File: config.mk
export PLATFORM = sky130hd
export DESIGN_NAME = cfgi2c_target
export DESIGN_NICKNAME = d
export VERILOG_FILES = /design/src/rtl/cfgi2c_pkg.sv /design/src/rtl/cfgi2c_sync.sv /design/src/rtl/cfgi2c_regs.sv /design/src/rtl/cfgi2c_target.sv
export SDC_FILE = /design/constraint.sdc
export NUM_CORES = 1
export LEC_CHECK = 0
export BUFFER_PORTS_ARGS = -buffer_cell sky130_fd_sc_hd__buf_2
export CAP_MARGIN = 0
export CORE_MARGIN = 5
export CORE_UTILIZATION = 60
export DETAILED_ROUTE_END_ITERATION = 7
export HOLD_SLACK_MARGIN = 0.12
export PLACE_DENSITY_LB_ADDON = 0.15
export SLEW_MARGIN = 20
export SYNTH_ARGS = -nofsm -noshare
export SYNTH_HDL_FRONTEND = slang
export SYNTH_HIERARCHICAL = 1
export SYNTH_SLANG_ARGS = --single-unit
export TNS_END_PERCENT = 1
File: constraint.sdc
create_clock -name clk -period 5.28 [get_ports clk]
set_input_delay 0.528 -clock clk [delete_from_list [all_inputs] [get_ports clk]]
set_output_delay 0.528 -clock clk [all_outputs]
set_load 0.01 [all_outputs]
File: src/rtl/cfgi2c_pkg.sv
package cfgi2c_pkg;

  typedef enum logic [2:0] {
    ST_IDLE,
    ST_RX,
    ST_ACK_WAIT,
    ST_ACK,
    ST_TX,
    ST_MACK,
    ST_WAIT
  } cfgi2c_state_e;

  localparam logic RW_READ = 1'b1;

endpackage

File: src/rtl/cfgi2c_sync.sv
module cfgi2c_sync #(
  parameter int W      = 2,
  parameter int STAGES = 2
) (
  input  logic         clk,
  input  logic         rst_n,
  input  logic [W-1:0] din,
  output logic [W-1:0] dout,
  output logic [W-1:0] rise,
  output logic [W-1:0] fall
);

  // stg[STAGES-1] is the synchronized level, stg[STAGES] the previous one
  logic [W-1:0] stg [0:STAGES];

  always_ff @(posedge clk or negedge rst_n) begin
    if (!rst_n) begin
      for (int i = 0; i <= STAGES; i++) stg[i] <= '1;
    end else begin
      stg[0] <= din;
      for (int i = 1; i <= STAGES; i++) stg[i] <= stg[i-1];
    end
  end

  assign dout = stg[STAGES-1];
  assign rise = stg[STAGES-1] & ~stg[STAGES];
  assign fall = ~stg[STAGES-1] & stg[STAGES];

endmodule

File: src/rtl/cfgi2c_regs.sv
module cfgi2c_regs #(
  parameter int                     N        = 6,
  parameter int                     IW       = 3,
  parameter logic [N*8-1:0]         DEFAULTS = '0
) (
  input  logic          clk,
  input  logic          rst_n,
  input  logic          we,
  input  logic [IW-1:0] widx,
  input  logic [7:0]    wdata,
  input  logic [IW-1:0] ridx,
  output logic [7:0]    rdata,
  output logic [N*8-1:0] flat
);

  for (genvar g = 0; g < N; g++) begin : g_reg
    always_ff @(posedge clk or negedge rst_n) begin
      if (!rst_n)                        flat[g*8 +: 8] <= DEFAULTS[g*8 +: 8];
      else if (we && widx == IW'(g))     flat[g*8 +: 8] <= wdata;
    end
  end

  always_comb begin
    rdata = '0;
    for (int i = 0; i < N; i++)
      if (ridx == IW'(i)) rdata = flat[i*8 +: 8];
  end

endmodule

File: src/rtl/cfgi2c_target.sv
module cfgi2c_target
  import cfgi2c_pkg::*;
#(
  parameter int                      NUM_REGS     = 6,
  parameter logic [6:0]              DEV_ADDR     = 7'h69,
  parameter int                      SYNC_STAGES  = 2,
  parameter logic [NUM_REGS*8-1:0]   REG_DEFAULTS = 48'hC3960FF0A53C
) (
  input  logic                  clk,
  input  logic                  rst_n,
  input  logic                  scl_i,
  input  logic                  sda_i,
  output logic                  sda_oe,
  output logic [NUM_REGS*8-1:0] cfg_o
);

  localparam int            PW         = $clog2(NUM_REGS + 4);
  localparam int            IW         = (NUM_REGS > 1) ? $clog2(NUM_REGS) : 1;
  localparam logic [7:0]    COUNT_BYTE = 8'(NUM_REGS);
  localparam logic [PW-1:0] FIRST_DATA = PW'(3);
  localparam logic [PW-1:0] END_DATA   = PW'(NUM_REGS + 3);
  localparam logic [PW-1:0] END_READ   = PW'(NUM_REGS);

  // Bus sampling: bit 1 = SCL, bit 0 = SDA
  logic [1:0] lvl, rse, fal;
  cfgi2c_sync #(.W(2), .STAGES(SYNC_STAGES)) u_sync (
    .clk  (clk),
    .rst_n(rst_n),
    .din  ({scl_i, sda_i}),
    .dout (lvl),
    .rise (rse),
    .fall (fal)
  );

  logic scl_s, sda_s, scl_r, scl_f, start_det, stop_det;
  assign scl_s     = lvl[1];
  assign sda_s     = lvl[0];
  assign scl_r     = rse[1];
  assign scl_f     = fal[1];
  assign start_det = scl_s & fal[0];
  assign stop_det  = scl_s & rse[0];

  cfgi2c_state_e state;
  logic [2:0]    bit_cnt;
  logic [PW-1:0] pos;      // write: 0 addr,1 cmd,2 count,3.. data; read: tx index
  logic [7:0]    shreg, tx_sh;
  logic          ack_q, is_read, oe_q;

  logic [7:0]    rx_byte;
  logic          ack_now, reg_we;
  logic [IW-1:0] reg_widx, reg_ridx;
  logic [7:0]    reg_rdata;

  assign rx_byte = {shreg[6:0], sda_s};

  always_comb begin
    if (pos == '0)               ack_now = (rx_byte[7:1] == DEV_ADDR);
    else if (pos < FIRST_DATA)   ack_now = 1'b1;
    else                         ack_now = (pos < END_DATA);
  end

  assign reg_we   = (state == ST_RX) && scl_r && (bit_cnt == 3'd7) &&
                    (pos >= FIRST_DATA) && (pos < END_DATA);
  assign reg_widx = IW'(pos - FIRST_DATA);
  assign reg_ridx = IW'(pos);

  cfgi2c_regs #(.N(NUM_REGS), .IW(IW), .DEFAULTS(REG_DEFAULTS)) u_regs (
    .clk  (clk),
    .rst_n(rst_n),
    .we   (reg_we),
    .widx (reg_widx),
    .wdata(rx_byte),
    .ridx (reg_ridx),
    .rdata(reg_rdata),
    .flat (cfg_o)
  );

  always_ff @(posedge clk or negedge rst_n) begin
    if (!rst_n) begin
      state   <= ST_IDLE;
      bit_cnt <= '0;
      pos     <= '0;
      shreg   <= '0;
      tx_sh   <= '0;
      ack_q   <= 1'b0;
      is_read <= 1'b0;
      oe_q    <= 1'b0;
    end else if (start_det) begin
      state   <= ST_RX;
      bit_cnt <= '0;
      pos     <= '0;
      oe_q    <= 1'b0;
    end else if (stop_det) begin
      state   <= ST_IDLE;
      oe_q    <= 1'b0;
    end else begin
      unique case (state)
        ST_RX: if (scl_r) begin
          shreg   <= rx_byte;
          bit_cnt <= bit_cnt + 3'd1;
          if (bit_cnt == 3'd7) begin
            state <= ST_ACK_WAIT;
            ack_q <= ack_now;
            pos   <= pos + PW'(1);
            if (pos == '0) is_read <= (sda_s == RW_READ);
          end
        end
        ST_ACK_WAIT: if (scl_f) begin
          oe_q  <= ack_q;
          state <= ST_ACK;
        end
        ST_ACK: if (scl_f) begin
          bit_cnt <= '0;
          if (!ack_q) begin
            oe_q  <= 1'b0;
            state <= ST_WAIT;
          end else if (is_read && pos == PW'(1)) begin
            pos   <= '0;
            tx_sh <= COUNT_BYTE;
            oe_q  <= ~COUNT_BYTE[7];
            state <= ST_TX;
          end else begin
            oe_q  <= 1'b0;
            state <= ST_RX;
          end
        end
        ST_TX: if (scl_f) begin
          if (bit_cnt == 3'd7) begin
            oe_q    <= 1'b0;
            bit_cnt <= '0;
            state   <= ST_MACK;
          end else begin
            tx_sh   <= {tx_sh[6:0], 1'b0};
            oe_q    <= ~tx_sh[6];
            bit_cnt <= bit_cnt + 3'd1;
          end
        end
        ST_MACK: begin
          if (scl_r) ack_q <= ~sda_s;
          if (scl_f) begin
            if (ack_q && pos < END_READ) begin
              pos   <= pos + PW'(1);
              tx_sh <= reg_rdata;
              oe_q  <= ~reg_rdata[7];
              state <= ST_TX;
            end else begin
              state <= ST_WAIT;
            end
          end
        end
        default: ;
      endcase
    end
  end

  assign sda_oe = oe_q;

endmodule

---- Word level (Yosys, flattened, before mapping) ----
Cells that the tools add are included.
storage, ports and cells
  register bits ........................... 81
  input bits .............................. 4
  output and inout port bits .............. 49
cells by class
  $add $sub $neg .......................... 3
  magnitude comparators ................... 4
  eq/ne operators ......................... 45
  muxes and demuxes ....................... 61
  bitwise gates (word level) .............. 11
  reduce and logical (&&, ||, !) cells .... 29
operator list
  operator                                                          number
  3-bit two-way mux                                                 17
  7-bit two-way mux                                                 7
  8-bit two-way mux                                                 6
  4-bit two-way mux                                                 9
  4-bit inequality test (second input constant)                     7
  3-bit == test (second input constant)                             7
  3-bit inequality test (second input constant)                     7
  7-bit case mux with 3 select lines                                1
  2-bit inequality test (second input constant)                     10
  3-bit by 2-bit == test with 1-bit output (second input constant)  6
  6-bit AND reduction                                               3
  1-bit two-way mux                                                 15
  3-bit case mux with 5 select lines                                1
  1-bit logical AND                                                 12
  4-bit case mux with 3 select lines                                1
  10-bit AND reduction                                              1
  3-bit by 1-bit == test with 1-bit output (second input constant)  3
  3-bit case mux with 3 select lines                                1
  9-bit AND reduction                                               1
  8-bit AND reduction                                               1
  4-bit nonzero test                                                2
  7-bit == test (second input constant)                             1
  7-bit nonzero test                                                1
  3-bit zero test                                                   2
  24 further kinds                                                  31

---- Depth between registers and ports, before layout ----
Gate-level depths: netlist of run 1.
  depth after elaboration ................. 13
  gate-level depth with buffers ........... 8

---- Modules after synthesis ----
Netlist of run 1, hierarchy kept.
by module, submodules not included
  module         instances  cells each  area each (µm²)  sequential area each (µm²)
  cfgi2c_regs    1          154         2272.2           1231.2
  cfgi2c_target  1          176         1878.1           675.6
  cfgi2c_sync    1          12          207.7            157.7

---- Worst setup path before layout of run 1 ----
Ideal clock, no wire load.
  path type ............................... reg2reg
  start point ............................. register pos[0]
  end point ............................... register u_regs.flat[32]
  library setup time ...................... 0.125 ns
  arrival ................................. 2.091 ns
  path slack .............................. 3.064 ns
  stages on the path, launching flop included .. 9
  buffers on the path ..................... 0
  cells stage by stage .................... dfrtp_1 -> inv_1 -> ha_1 -> a21o_1 -> o311ai_0 -> nor3_1 -> nand2_1 -> nor3_2 -> mux2_2
RTL lines
  item                                         line                  text
  start: declaration                           cfgi2c_target.sv:45   logic [PW-1:0] pos;
  start signal: assignment                     cfgi2c_target.sv:104  pos <= pos + PW'(1);
  start signal: assignment                     cfgi2c_target.sv:142  pos <= pos + PW'(1);
  3-bit by 2-bit subtractor with 3-bit output  cfgi2c_target.sv:64   assign reg_widx = IW'(pos - FIRST_DATA);
  net reg_widx[0]                              cfgi2c_target.sv:51   logic [IW-1:0] reg_widx, reg_ridx;
  3-bit == test                                cfgi2c_regs.sv:19     else if (we && widx == IW'(g)) flat[g*8 +: 8] <= wdata;
  1-bit logical AND                            cfgi2c_regs.sv:19
  end signal: indexed assignment               cfgi2c_regs.sv:18     if (!rst_n) flat[g*8 +: 8] <= DEFAULTS[g*8 +: 8];
  end signal: indexed assignment               cfgi2c_regs.sv:19
  end: declaration                             cfgi2c_regs.sv:13     output logic [N*8-1:0] flat
The timed path passes the listed nets, and every way through them passes these cells.
A chain may end at the register's enable or synchronous reset.

---- Worst setup path in the final report of run 1 ----
  start point ............................. register pos[1]
  end point ............................... register u_regs.flat[17]
between the ends
  longest elaborated chain between the ends .. 4
RTL lines
  item                                                          line                 text
  4-bit by 2-bit greater-or-equal comparator with 1-bit output  cfgi2c_target.sv:63  (pos >= FIRST_DATA) && (pos < END_DATA);
  1-bit logical AND                                             cfgi2c_target.sv:62  assign reg_we = (state == ST_RX) && scl_r && (bit_cnt == 3'd7) &&
  1-bit logical AND (*)                                         cfgi2c_target.sv:63
  net reg_we                                                    cfgi2c_target.sv:50  logic ack_now, reg_we;
  1-bit logical AND (*)                                         cfgi2c_regs.sv:19
The timed path passes the listed nets; every way through them passes the cells marked *.

==> results by group, run 1 <==
Global routing
  – GRT Util Overall: 22.9%
  – Pin count of the biggest net entering global routing: 82
  – Initial antenna violation count: 0
  – First-pass GRT wire length: 15700 microns
  – Met2 Resource Use GR: 33.4%
  – GRT Residual Overflow: 0
  – M1 GR Usage: 34.7%
  – Met3 Track Usage GR: 4.03%
  – Vias in the first global route: 3009
  – Gr busiest metal: met1

Final layout
  – Fin util: 67.8%
  – Fillcell total: 575
  – Syn-to-layout area delta: 11.6%
  – # diodes: 0
  – Cell area after layout: 0.00486 sq mm
  – Ratio of cells with drive above 1 in the final layout: 48.1%
  – NumNets Final: 398

Clock tree
  – TritonCTS Buffers: 9
  – Root buf cell: clkbuf_8
  – Post_cts resized: 0
  – Post-CTS setup buffers: 0
  – Clk sinks: 81
  – Hold buffers post-CTS: 0
  – CTS tree: built
  – Clk buf depth: 2
  – Htree depth: 3
  – Clk_lat worst skew: 0.35 ns
  – Clock transition at path regs: 0.09 ns

STA
  – Slew Limit Fails: 0
  – Final worst path period share: 59.7%
  – RSZ-0062 raised after global routing: false
  – Tmin final: 3.15 ns
  – Slew margin rel.: 37.4%
  – Worst Hold Slack: 0.198 ns
  – Clk_skew: 0.0143 ns
  – TNS Setup: 0 ns
  – Max Clk Rate: 317 MHz
  – Final setup viols: 0
  – Final WS setup: 2.13 ns
  – Final Hold Vio Count: 0
  – Worst-Margin Slew: 0.926 ns

Detailed routing
  – Via density: 5.96
  – Routed WL: 9700 microns
  – DRC viols: 0
  – WL per Instance: 19.7 microns
  – DR vias: 2931
  – Drt initial violations: 212
  – Pre-Repair DR Iteration Count: 4
  – Antenna-violating nets left: 0

Power and ir drop
  – Maximum VDD drop: 0.206 mV
  – Internal Pwr Total: 1.21 mW
  – Clock power share: 27.2%
  – Net switching power figure: 671 uW
  – Gate power share: 30.6%
  – PD cells: 388 mW/mm^2
  – Leakage power: 2.30 nW
  – Sw Ratio: 35.6%
  – Sequential share of power: 42.2%

Critical path
  – Internal reg-to-reg setup slack: 2.13 ns
  – CP Max Fanout: 22
  – Worst Setup Path Type: register to register
  – Req. time, crit path: 5.51 ns
  – Reg2Reg Capture Point: u_regs/flat[17]
  – CP arrival: 3.39 ns
  – CP startpoint kind: register
  – CP Capture Type: register
  – R2R cell count: 5
  – R2R Path Start: pos[1]

Logic synthesis
  – Synth Warn #: 6
  – Post-synthesis cell count: 342
  – Mapped Area: 0.00436 sq mm
  – Synth Register Bits: 81
  – Mean Syn Cell Area: 12.7 sq um
  – Synth cell types: 70
  – Top cells by area, synth: dfrtp_1 29%, dfstp_2 18%, mux2_2 15%
  – Synth area leader: dfrtp_1
  – Most common cell in the netlist: mux2_2
  – Post-synth top cells: 57 x mux2_2, 51 x dfrtp_1, 30 x dfstp_2, 28 x mux2i_1, 13 x nand2_1
  – Syn_nets: 352
  – Synth Flop Type: dfrtp_1
  – Top cell type's share of synthesized area: 29.3%
  – Post-synth EDFFs: 0
  – Sequential area share after synthesis: 47.4%
  – Post-synth ARST share: 100%

Run status
  – Outcome: finished, final reports clean

Die
  – CORE AREA: 0.00718 sq mm
  – I/O pins: 53
  – Cell Rows: 31
  – Horiz. Die Dim: 95.2 microns
  – Die area: 0.00907 sq mm
  – Die Ht: 95.2 microns
  – Initial Util: 60.7%

Placement
  – Number of port buffers: 52
  – Post-DP Area: 0.00464 sq mm
  – Final RePlAce weighted congestion: 0.909
  – Setup slack at placement: 2.07 ns
  – DP Wirelength: 6680 microns

Flow run
  – Maxcap violations: 0

Hold path
  – Hold Path Class: primary input to async pin
==> placed cells by master, fill, tap and decap left out, types with 10 or more instances in the layout <==
cell type   n
dfrtp_1    51
mux2i_1    28
nand2_1    13
buf_2      51
mux2_2     57
clkbuf_8   10
dfstp_2    30
nor2_1     12
==> cell type report <==
| cell class | count | area (sq um) | share of cell area [%] |
|---|---|---|---|
| Clock inverter | 4 | 77.6 | 1.60 |
| Sequential cell | 81 | 2060 | 42.5 |
| Inverter | 7 | 26.3 | 0.540 |
| Tap cell | 99 | 124 | 2.55 |
| Multi-Input combinational cell | 236 | 2150 | 44.2 |
| Clock buffer | 12 | 145 | 2.99 |
| Timing Repair Buffer | 53 | 274 | 5.64 |
==> per-stage QoR <==
step,cells,power [mW]
floorplan,342,1.27
global placement,476,1.36
detailed placement,476,1.38
CTS,492,1.89
global route,492,1.98
finish,492,1.88
==> registers in the layout, summed over array words and instances (netlist names) <==
register and flops:
u_regs/flat 48, shreg 7, tx_sh 7, pos 4
u_sync/stg 4, bit_cnt 3, state 3, u_sync/dout 2
ack_q 1, is_read 1, sda_oe 1
==> cells by family (layout without fill, tap and decap cells) <==
logic type / after synthesis / count (layout) / synth area share [%]
flops: 81 / 81 / 47.4
xor+xnor: 1 / 1 / 0.201
compound gates: 62 / 62 / 11.6
buf+inv: 25 / 76 / 3.42
mux: 93 / 93 / 23.7
fa+ha+maj: 6 / 6 / 1.72
simple gates: 74 / 74 / 11.9
==> how the worst max path moves through the flow <==
stage          cells past startpoint               to    from
5_1_grt                            7  u_regs/flat[17]  pos[1]
4_1_cts                            5  u_regs/flat[17]  pos[1]
2_1_floorplan                      8  u_regs/flat[32]  pos[0]
3_3_place_gp                       5  u_regs/flat[18]  pos[1]
6_report                           5  u_regs/flat[17]  pos[1]
3_5_place_dp                       5  u_regs/flat[18]  pos[1]
==> power by group through the flow <==
stage | registers [mW] | logic, mW | clock network [mW]
after global routing | 0.809 | 0.627 | 0.548
final | 0.796 | 0.576 | 0.513
after CTS | 0.795 | 0.575 | 0.518
after detailed placement | 0.806 | 0.574 | 0
after floorplan | 0.734 | 0.532 | 0
after global placement | 0.801 | 0.562 | 0
==> critical path, cell delays in order (launching register included) <==
cell and delay, ns:
dfrtp_1 0.80, ha_1 0.35, o311ai_0 0.14, nor3_1 0.42, nor4bb_2 0.91, mux2_2 0.41
==> metal layers <==
metal  vias up  wire length (microns)
met5         -                      0
met4         0                    105
met3         8                    432
met2        76                   4360
met1      1483                   4800
li1       1364                      -
No activity file was read; power rests on OpenSTA's default activity.
==> inputs of run 2 (changes only) <==
--- a/config.mk
+++ b/config.mk
@@ -8,7 +8,7 @@
 export BUFFER_PORTS_ARGS = -buffer_cell sky130_fd_sc_hd__buf_2
 export CAP_MARGIN = 0
 export CORE_MARGIN = 5
-export CORE_UTILIZATION = 60
+export CORE_UTILIZATION = 53
 export DETAILED_ROUTE_END_ITERATION = 7
 export HOLD_SLACK_MARGIN = 0.12
 export PLACE_DENSITY_LB_ADDON = 0.15
==> constraint.sdc (replaced) <==
create_clock -name clk -period 2.8 [get_ports clk]
set_input_delay 0.28 -clock clk [delete_from_list [all_inputs] [get_ports clk]]
set_output_delay 0.28 -clock clk [all_outputs]
set_load 0.01 [all_outputs]
==> results by group, run 2 (synthesis gave the netlist of run 1 again) <==
Run status
  – Outcome: finished, final reports clean

Final layout
  – Biggest regs: u_regs/flat: 48 flops, shreg: 7 flops, tx_sh: 7 flops
  – Fin util: 61.5%
  – Reg with most FFs: u_regs/flat
  – Number of flip-flops in the largest register: 48
  – Syn-to-layout area delta: 14.8%
  – Most common cell after layout, fill and taps aside: mux2_2
  – NumNets Final: 416
  – Most frequent cells in the layout: 57 x mux2_2, 51 x dfrtp_1, 51 x buf_2, 30 x dfstp_2, 28 x mux2i_1
  – # diodes: 0
  – Ratio of cells with drive above 1 in the final layout: 50.1%

Critical path
  – R2R cell count: 8
  – Crit path cell chain: inv_1 > ha_1 > a21o_1 > o311ai_0 > nor3_1 > nor4bb_2 > buf_4 > mux2_2
  – CP Capture Type: register
  – Req. time, crit path: 3.04 ns
  – CP startpoint kind: register
  – CP Max Fanout: 8
  – Max incr delay on CP: 0.52 ns
  – CP arrival: 2.85 ns
  – Worst Setup Path Type: register to register
  – CP max stage cell: nor3_1

Global routing
  – M1 GR Usage: 33.1%
  – Gr busiest metal: met1
  – GRT Residual Overflow: 0
  – GRT Util Overall: 21.2%
  – Vias in the first global route: 2987
  – Initial antenna violation count: 0
  – Met3 Track Usage GR: 4.15%
  – Met2 Resource Use GR: 29.4%
  – Pin count of the biggest net entering global routing: 82
  – First-pass GRT wire length: 16400 microns

STA
  – Final Hold Vio Count: 0
  – Worst-Margin Slew: 0.731 ns
  – RSZ-0062 raised after global routing: false
  – TNS Setup: 0 ns
  – Final worst path period share: 93.2%
  – Worst Hold Slack: 0.362 ns
  – Tmin final: 2.61 ns
  – Max Clk Rate: 383 MHz
  – Slew margin rel.: 51.1%
  – Final WS setup: 0.192 ns
  – Slew Limit Fails: 0
  – Clk_skew: 0.0108 ns
  – Final setup viols: 0

Clock tree
  – Clk buf depth: 2
  – Clk_lat worst skew: 0.36 ns
  – Clock transition at path regs: 0.08 ns
  – TritonCTS Buffers: 9
  – Htree depth: 3
  – CTS tree: built
  – Clk sinks: 81
  – Root buf cell: clkbuf_8

Power and ir drop
  – PD cells: 714 mW/mm^2
  – Leakage power: 2.38 nW
  – Maximum VDD drop: 0.414 mV

Die
  – Die area: 0.0101 sq mm
  – Initial Util: 53.6%
  – CORE AREA: 0.00813 sq mm
  – I/O pins: 53
  – Die Ht: 101 microns
  – Horiz. Die Dim: 101 microns
  – Cell Rows: 33

Detailed routing
  – Via density: 5.82
  – Drt initial violations: 159
  – DRC viols: 0
  – WL per Instance: 19.7 microns
  – DR vias: 3003
  – Antenna-violating nets left: 0
  – Pre-Repair DR Iteration Count: 5
  – Routed WL: 10200 microns

Hold path
  – WHS Path Cells: 0
  – Hold Path Class: register to register

Placement
  – Setup slack at placement: 0.244 ns
  – Final RePlAce weighted congestion: 0.937
  – Number of port buffers: 52
  – DP Wirelength: 7120 microns

Flow run
  – Maxcap violations: 0
## run 2: cell types whose count changed in the layout (fill, tap and decap cells not counted), sizes merged
cell and delta:
bufinv -1, dlygate4sd3 +3, clkinvlp +2, inv +1
buf +15, clkbuf -2
## run 2: timing repair
item / CTS / global route
gates resized for setup: 0 / 0
hold endpoints to repair: 2 / 51
hold buffers: 2 / 1
setup buffers: 0 / 0
## run 2: per-layer routing
metal  wire length (microns)  vias up
li1                        -     1404
met1                    5020     1494
met2                    4420       92
met3                     610       13
met4                     126        0
met5                       0        -
## run 2: path summary, 6_finish.rpt
check	start	end	slack [ns]
min reg2reg	u_sync/stg[4]	u_sync/dout[0]	0.36
max reg2reg	pos[1]	u_regs/flat[16]	0.19
min	u_sync/stg[4]	u_sync/dout[0]	0.36
max in group asynchronous	rst_n	u_regs/flat[32]	1.77
min in group asynchronous	rst_n	state[2]	0.53
max	pos[1]	u_regs/flat[16]	0.19
## run 2: final cells by class
cell class,instances,area (sq um)
repair buffers,71,417
inverters,7,26.3
fillers,649,3130
multi-input cells,236,2150
clock buffers,10,138
clock inverters,6,73.8
well taps,105,131
flip-flops and latches,81,2060
## run 2: metrics by stage
step                      std cells  area (sq um)  total power [mW]
after floorplan                 342          4360              2.39
after global placement          497          4760              2.65
after detailed placement        497          4760              2.68
after CTS                       515          4990              3.60
after global routing            516          5000              3.77
final                           516          5000              3.57
## run 2: critical path: cells and delay by family (launching register included)
| kind | cells | cell delay, ns |
|---|---|---|
| compound gates | 2 | 0.29 |
| mux | 1 | 0.35 |
| simple gates | 2 | 0.92 |
| fa+ha+maj | 1 | 0.17 |
| buf+inv | 2 | 0.37 |
| flops | 1 | 0.40 |
## run 2: power by group
group          switching (mW)  internal [mW]
registers               0.142           1.28
clock network           0.458          0.447
logic                   0.726          0.520
total                    1.33           2.24
